--- config.mk ---
export PLATFORM = sky130hd
export DESIGN_NAME = xbar_write_seq
export DESIGN_NICKNAME = d
export VERILOG_FILES = /design/src/rtl/xws_pkg.sv /design/src/rtl/xws_ctrl.sv /design/src/rtl/xws_datapath.sv /design/src/rtl/xbar_write_seq.sv
export SDC_FILE = /design/constraint.sdc
export NUM_CORES = 1
export LEC_CHECK = 0
export CORE_MARGIN = 1
export CORE_UTILIZATION = 44
export CTS_CLUSTER_DIAMETER = 200
export DETAILED_ROUTE_END_ITERATION = 8
export PLACE_DENSITY = 0.74
export SYNTH_ARGS = -nofsm -noshare
export SYNTH_HDL_FRONTEND = slang
export SYNTH_SLANG_ARGS = --single-unit
--- constraint.sdc ---
create_clock -name clk -period 1.8 [get_ports clk]
set_input_delay 0.54 -clock clk [delete_from_list [all_inputs] [get_ports clk]]
set_output_delay 0.54 -clock clk [all_outputs]
set_load 0.02 [all_outputs]
--- src/rtl/xws_pkg.sv ---
package xws_pkg;

  typedef enum logic [1:0] {
    DRV_OFF   = 2'd0,
    DRV_FULL  = 2'd1,
    DRV_THIRD = 2'd2,
    DRV_READ  = 2'd3
  } drvCodeT;

  typedef enum logic [2:0] {
    ST_IDLE,
    ST_ERASE,
    ST_GAP,
    ST_PROG,
    ST_DONE
  } seqStateT;

  // strobes from the control to the datapath
  typedef struct packed {
    logic capture;
    logic driveSet;
    logic driveReset;
  } seqCtrlT;

endpackage

--- src/rtl/xws_ctrl.sv ---
module xws_ctrl
  import xws_pkg::*;
#(
  parameter int PULSE_CYCLES = 5,
  parameter int GAP_CYCLES   = 2,
  parameter int LEVEL_W      = 3
) (
  input  logic               clk,
  input  logic               rstN,
  input  logic               start,
  input  logic               modeMl,
  output seqCtrlT            ctrl,
  output logic [LEVEL_W-1:0] pulseIdx,
  output logic               busy,
  output logic               done
);

  localparam int MAX_LEVEL = (1 << LEVEL_W) - 1;
  localparam int TMR_MAX   = (PULSE_CYCLES > GAP_CYCLES) ? PULSE_CYCLES : GAP_CYCLES;
  localparam int TMR_W     = $clog2(TMR_MAX + 1);
  localparam logic [TMR_W-1:0]   PULSE_LAST = TMR_W'(PULSE_CYCLES - 1);
  localparam logic [TMR_W-1:0]   GAP_LAST   = TMR_W'(GAP_CYCLES - 1);
  localparam logic [LEVEL_W-1:0] IDX_LAST   = LEVEL_W'(MAX_LEVEL - 1);

  seqStateT          state;
  logic [TMR_W-1:0]  tmr;
  logic              lastPulse;

  assign lastPulse = !modeMl || (pulseIdx == IDX_LAST);

  always_ff @(posedge clk or negedge rstN) begin
    if (!rstN) begin
      state    <= ST_IDLE;
      tmr      <= '0;
      pulseIdx <= '0;
    end else begin
      unique case (state)
        ST_IDLE: begin
          if (start) begin
            state    <= ST_ERASE;
            tmr      <= '0;
            pulseIdx <= '0;
          end
        end
        ST_ERASE: begin
          if (tmr == PULSE_LAST) begin
            state <= ST_GAP;
            tmr   <= '0;
          end else begin
            tmr <= tmr + 1'b1;
          end
        end
        ST_GAP: begin
          if (tmr == GAP_LAST) begin
            state <= ST_PROG;
            tmr   <= '0;
          end else begin
            tmr <= tmr + 1'b1;
          end
        end
        ST_PROG: begin
          if (tmr == PULSE_LAST) begin
            tmr <= '0;
            if (lastPulse) begin
              state <= ST_DONE;
            end else begin
              state    <= ST_GAP;
              pulseIdx <= pulseIdx + 1'b1;
            end
          end else begin
            tmr <= tmr + 1'b1;
          end
        end
        ST_DONE: state <= ST_IDLE;
        default: state <= ST_IDLE;
      endcase
    end
  end

  always_comb begin
    ctrl.capture    = (state == ST_IDLE) && start;
    ctrl.driveSet   = (state == ST_ERASE);
    ctrl.driveReset = (state == ST_PROG);
    busy            = (state == ST_ERASE) || (state == ST_GAP) || (state == ST_PROG);
    done            = (state == ST_DONE);
  end

endmodule

--- src/rtl/xws_datapath.sv ---
module xws_datapath
  import xws_pkg::*;
#(
  parameter int NUM_ROWS = 8,
  parameter int NUM_COLS = 8,
  parameter int LEVEL_W  = 3,
  parameter int ROW_W    = 3
) (
  input  logic                        clk,
  input  logic                        rstN,
  input  seqCtrlT                     ctrl,
  input  logic [LEVEL_W-1:0]          pulseIdx,
  input  logic [ROW_W-1:0]            rowSel,
  input  logic                        multiLevel,
  input  logic [NUM_COLS*LEVEL_W-1:0] colTarget,
  output logic [NUM_ROWS*2-1:0]       rowDrive,
  output logic [NUM_COLS*2-1:0]       colDrive,
  output logic                        negPulse,
  output logic                        modeMl
);

  logic [ROW_W-1:0]            rowQ;
  logic [NUM_COLS*LEVEL_W-1:0] tgtQ;
  logic                        pulseOn;

  always_ff @(posedge clk or negedge rstN) begin
    if (!rstN) begin
      rowQ   <= '0;
      tgtQ   <= '0;
      modeMl <= 1'b0;
    end else if (ctrl.capture) begin
      rowQ   <= rowSel;
      tgtQ   <= colTarget;
      modeMl <= multiLevel;
    end
  end

  assign pulseOn  = ctrl.driveSet || ctrl.driveReset;
  assign negPulse = ctrl.driveReset;

  for (genvar r = 0; r < NUM_ROWS; r++) begin : g_row
    logic hit;
    assign hit = (rowQ == ROW_W'(r));
    always_comb begin
      if (!pulseOn)  rowDrive[r*2 +: 2] = DRV_OFF;
      else if (hit)  rowDrive[r*2 +: 2] = DRV_FULL;
      else           rowDrive[r*2 +: 2] = DRV_THIRD;
    end
  end

  for (genvar c = 0; c < NUM_COLS; c++) begin : g_col
    logic [LEVEL_W-1:0] tgt;
    logic               colHit;
    assign tgt    = tgtQ[c*LEVEL_W +: LEVEL_W];
    assign colHit = modeMl ? (pulseIdx < tgt) : (tgt != '0);
    always_comb begin
      if (ctrl.driveSet)        colDrive[c*2 +: 2] = DRV_FULL;
      else if (ctrl.driveReset) colDrive[c*2 +: 2] = colHit ? DRV_FULL : DRV_THIRD;
      else                      colDrive[c*2 +: 2] = DRV_OFF;
    end
  end

endmodule

--- src/rtl/xbar_write_seq.sv ---
module xbar_write_seq
  import xws_pkg::*;
#(
  parameter int NUM_ROWS     = 8,
  parameter int NUM_COLS     = 8,
  parameter int LEVEL_W      = 3,
  parameter int PULSE_CYCLES = 5,
  parameter int GAP_CYCLES   = 2,
  parameter int ROW_W        = (NUM_ROWS > 1) ? $clog2(NUM_ROWS) : 1
) (
  input  logic                        clk,
  input  logic                        rstN,
  input  logic                        start,
  input  logic [ROW_W-1:0]            rowSel,
  input  logic                        multiLevel,
  input  logic [NUM_COLS*LEVEL_W-1:0] colTarget,
  output logic [NUM_ROWS*2-1:0]       rowDrive,
  output logic [NUM_COLS*2-1:0]       colDrive,
  output logic                        negPulse,
  output logic                        busy,
  output logic                        done
);

  seqCtrlT            ctrl;
  logic [LEVEL_W-1:0] pulseIdx;
  logic               modeMl;

  xws_ctrl #(
    .PULSE_CYCLES(PULSE_CYCLES),
    .GAP_CYCLES  (GAP_CYCLES),
    .LEVEL_W     (LEVEL_W)
  ) u_ctrl (
    .clk     (clk),
    .rstN    (rstN),
    .start   (start),
    .modeMl  (modeMl),
    .ctrl    (ctrl),
    .pulseIdx(pulseIdx),
    .busy    (busy),
    .done    (done)
  );

  xws_datapath #(
    .NUM_ROWS(NUM_ROWS),
    .NUM_COLS(NUM_COLS),
    .LEVEL_W (LEVEL_W),
    .ROW_W   (ROW_W)
  ) u_dp (
    .clk       (clk),
    .rstN      (rstN),
    .ctrl      (ctrl),
    .pulseIdx  (pulseIdx),
    .rowSel    (rowSel),
    .multiLevel(multiLevel),
    .colTarget (colTarget),
    .rowDrive  (rowDrive),
    .colDrive  (colDrive),
    .negPulse  (negPulse),
    .modeMl    (modeMl)
  );

endmodule

==> summary.md <==
| Metric | Value |
|---|---|
| Status | complete, but fails checks |
| Failing checks | negative setup slack |
| Total design power | 7.22 mW |
| Synth unique cells | 34 |
| Total iterations of the first detailed-routing run | 4 |
| Register area share after synthesis | between 30 and 40% |
| Critical path type | reg -> out |
| Area leader, netlist | dfrtp_1 |
| Post-placement setup slack | -649 ps |
| DR vias/cell | 5.25 |
| Hold Buf Count CTS | 0 |
| Fin nets | 454 |
| Initial antenna violation count | 0 |
| Placer Congestion | between 0.8 and 0.9 |
| Root Buffer | clkbuf_8 |
| Skew-Pair Late Insertion Delay | around 290 ps |
| R2R setup slack | -30 ps |
| GRT Util Overall | about a quarter |
| Async S/R FF share, synth | between 90% and 100% |
| Crit path time final | ~2400 ps |
| Synth Cell Area | 0.00239 mm^2 |
| EDFF count, synth | 0 |
| Largest net degree at the start of global routing | 31 |
| First-pass GRT wire length | ~11000 um |
| Setup TNS | -11310 ps |
| Layout filler cell count | 268 |
| Top-count cell post-synth | dfrtp_1 |
| Post-route ant nets | 0 |
| ANT cells | 0 |
| I/O Buffers | between 60 and 70 |
| Area growth syn-to-layout | 81.4% |
| Worst vdd ir | approximately 860 uV |
| I/O pin count | 66 |
| Setup WS post-layout | -580 ps |
| Mean post-synth cell area | 8.82 um^2 |
| Worst-path clk slew | approximately 80 ps |
| Vias | 2485 |
| Final global-route overflow total | 0 |
| Post-synth net total | about 320 |
| Headroom to the max-slew limit | 69.1% |
| Share of cells above drive strength 1 | just over 50% |
| Data required time of the worst path | 1260 ps |
| RSZ-0062 raised after global routing | true |
| Worst Skew | 7.14 ps |
| Pins Over Slew Limit | 0 |
| Yosys warns | 0 |
| CTS Buf Count | 5 |
| DRC | 0 |
| Core area | approximately 0.0052 mm^2 |
| Drt initial violations | 112 |
| Part of the cycle the worst path needs | 132% |
| Pleak | roughly 1.9 nW |
| Endpoint type of the worst setup path | primary output |
| Endpoints failing hold | 0 |
| Dpl cell area | 0.00382 mm^2 |
| Worst Hold Class | in -> async |
| Ys flop type | dfrtp_1 |
| Design area | 0.00434 mm^2 |
| Post-DP HPWL | about 4600 um |
| Vias in the first global route | 2367 |
| Die H | ~76 um |
| Maximum clock path buffer count | 2 |
| Arrival time at the worst endpoint | ~1800 ps |
| Critical path launch point type | flip-flop |
| Pin slew with the least headroom to its limit | around 460 ps |
| Die area | ~0.0057 mm^2 |
| P per Cell Area | approximately 1700 mW/mm^2 |
| Top cells by area, synth | dfrtp_1 (39%), ha_1 (11%), mux2_2 (6.1%), o21ai_0 (5.4%), nor2_1 (5.0%) |
| Maxcap violations | 0 |
| Die width | around 76 um |
| Max Freq | between 400 and 500 MHz |
| Post-Synthesis Cells | roughly 270 |
| Clock Sinks | 37 |
| Average routed wire per standard cell | 16.3 um |
| Post-synth top area share | between 30% and 40% |
| Crit path max fanout | 4 |
| Endpoints failing setup | 35 |
| CTS tree | yes |
| Flops & latches, synth | 37 |
| FP Rows | 26 |
| List of most frequent post-synthesis cells | dfrtp_1 (37), nor2_1 (32), o21ai_0 (26), nor3_1 (23) |
| Final WL | between 7000 and 8000 um |
| Htree depth | 2 |
| Initial core utilization | between 40% and 50% |
[per-stage QoR]
step | cells | hold WS [ps] | utilization (%)
floorplan | 271 | 244 | -
detailed placement | 446 | 512 | 73.9
global route | 473 | 216 | 83.9
finish | 473 | 193 | 83.9
global placement | 446 | 509 | 73.9
CTS | 468 | 201 | 79.3
[final cells by class]
| type | count | area [um^2] | share of cell area [%] |
|---|---|---|---|
| clock buffer | 8 | 80.1 | 1.85 |
| timing repair buffer | 139 | 1350 | 31.1 |
| tap | 70 | 87.6 | 2.02 |
| inverter | 21 | 78.8 | 1.82 |
| multi-input combinational | 198 | 1810 | 41.6 |
| sequential | 37 | 935 | 21.5 |
[routing by layer]
metal	part of all wire [%]	up-vias	global-route usage [%]
met2	52	58	44.3
met5	0	-	0
met4	1.2	0	8.64
met3	3.0	8	4.63
met1	44	1222	31.4
li1	-	1197	-
[layout by cell type, fill, tap and decap left out, types with 5 or more instances in the layout]
| master | instances |
|---|---|
| inv_1 | 21 |
| o21ai_0 | 18 |
| ha_2 | 7 |
| buf_6 | 31 |
| dfrtp_1 | 32 |
| nor3_1 | 13 |
| buf_12 | 9 |
| nand2b_1 | 11 |
| mux2_2 | 12 |
| nand2_1 | 21 |
| nand2b_4 | 7 |
| nor2_1 | 17 |
| clkbuf_8 | 5 |
| ha_1 | 10 |
| a211oi_4 | 6 |
| nor3_2 | 8 |
| clkdlybuf4s50_1 | 29 |
| buf_4 | 64 |
| nor2_2 | 11 |
| o21ai_2 | 5 |
| nor4_2 | 6 |
[timing repair]
action | CTS | global route
setup endpoints to repair | 36 | 38
buffers inserted | 14 | 10
pin swaps | 16 | 16
resized for setup | 229 | 43
[critical path, cell delays in order, from the launching register on]
cell and delay (ps):
dfrtp_2 410, buf_2 160, ha_2 160, nand2b_1 180
o21ai_1 270, nor3_1 130, nor2_2 120, buf_4 140
[where the power goes]
group          total (mW)  switching (mW)  internal [mW]
combinational        5.09            2.55           2.54
sequential           1.56           0.358           1.21
clock               0.566           0.291          0.275
total                7.22            3.20           4.02
[logic make-up (layout without fill, tap and decap cells)]
logic type	Yosys count	after routing	synth area share [%]
AOI/OAI and AO/OA	44	44	10.8
adders and majority gates	21	21	11.0
buffers and inverters	36	168	6.75
DFF	37	37	38.7
muxes	14	14	6.54
and+or+nand+nor	119	119	26.2
[state kept, by name (all words and copies together), names as in the netlist]
register,count
u_dp.modeMl,1
u_ctrl.tmr,3
u_ctrl.state,3
u_ctrl.pulseIdx,3
u_dp.rowQ,3
u_dp.tgtQ,24
[path summary, 6_finish.rpt]
kind                                     from            endpoint  cells after the start
max                        u_ctrl.pulseIdx[2]         colDrive[2]                      7
min                                      rstN       u_dp.tgtQ[22]                      1
max reg2reg                u_ctrl.pulseIdx[1]  u_ctrl.pulseIdx[2]                      8
min reg2reg                     u_ctrl.tmr[1]       u_ctrl.tmr[1]                      1
max in group asynchronous                rstN        u_dp.rowQ[2]                      2
min in group clk                u_ctrl.tmr[1]       u_ctrl.tmr[1]                      1
Power figures use the tool's default switching activity.
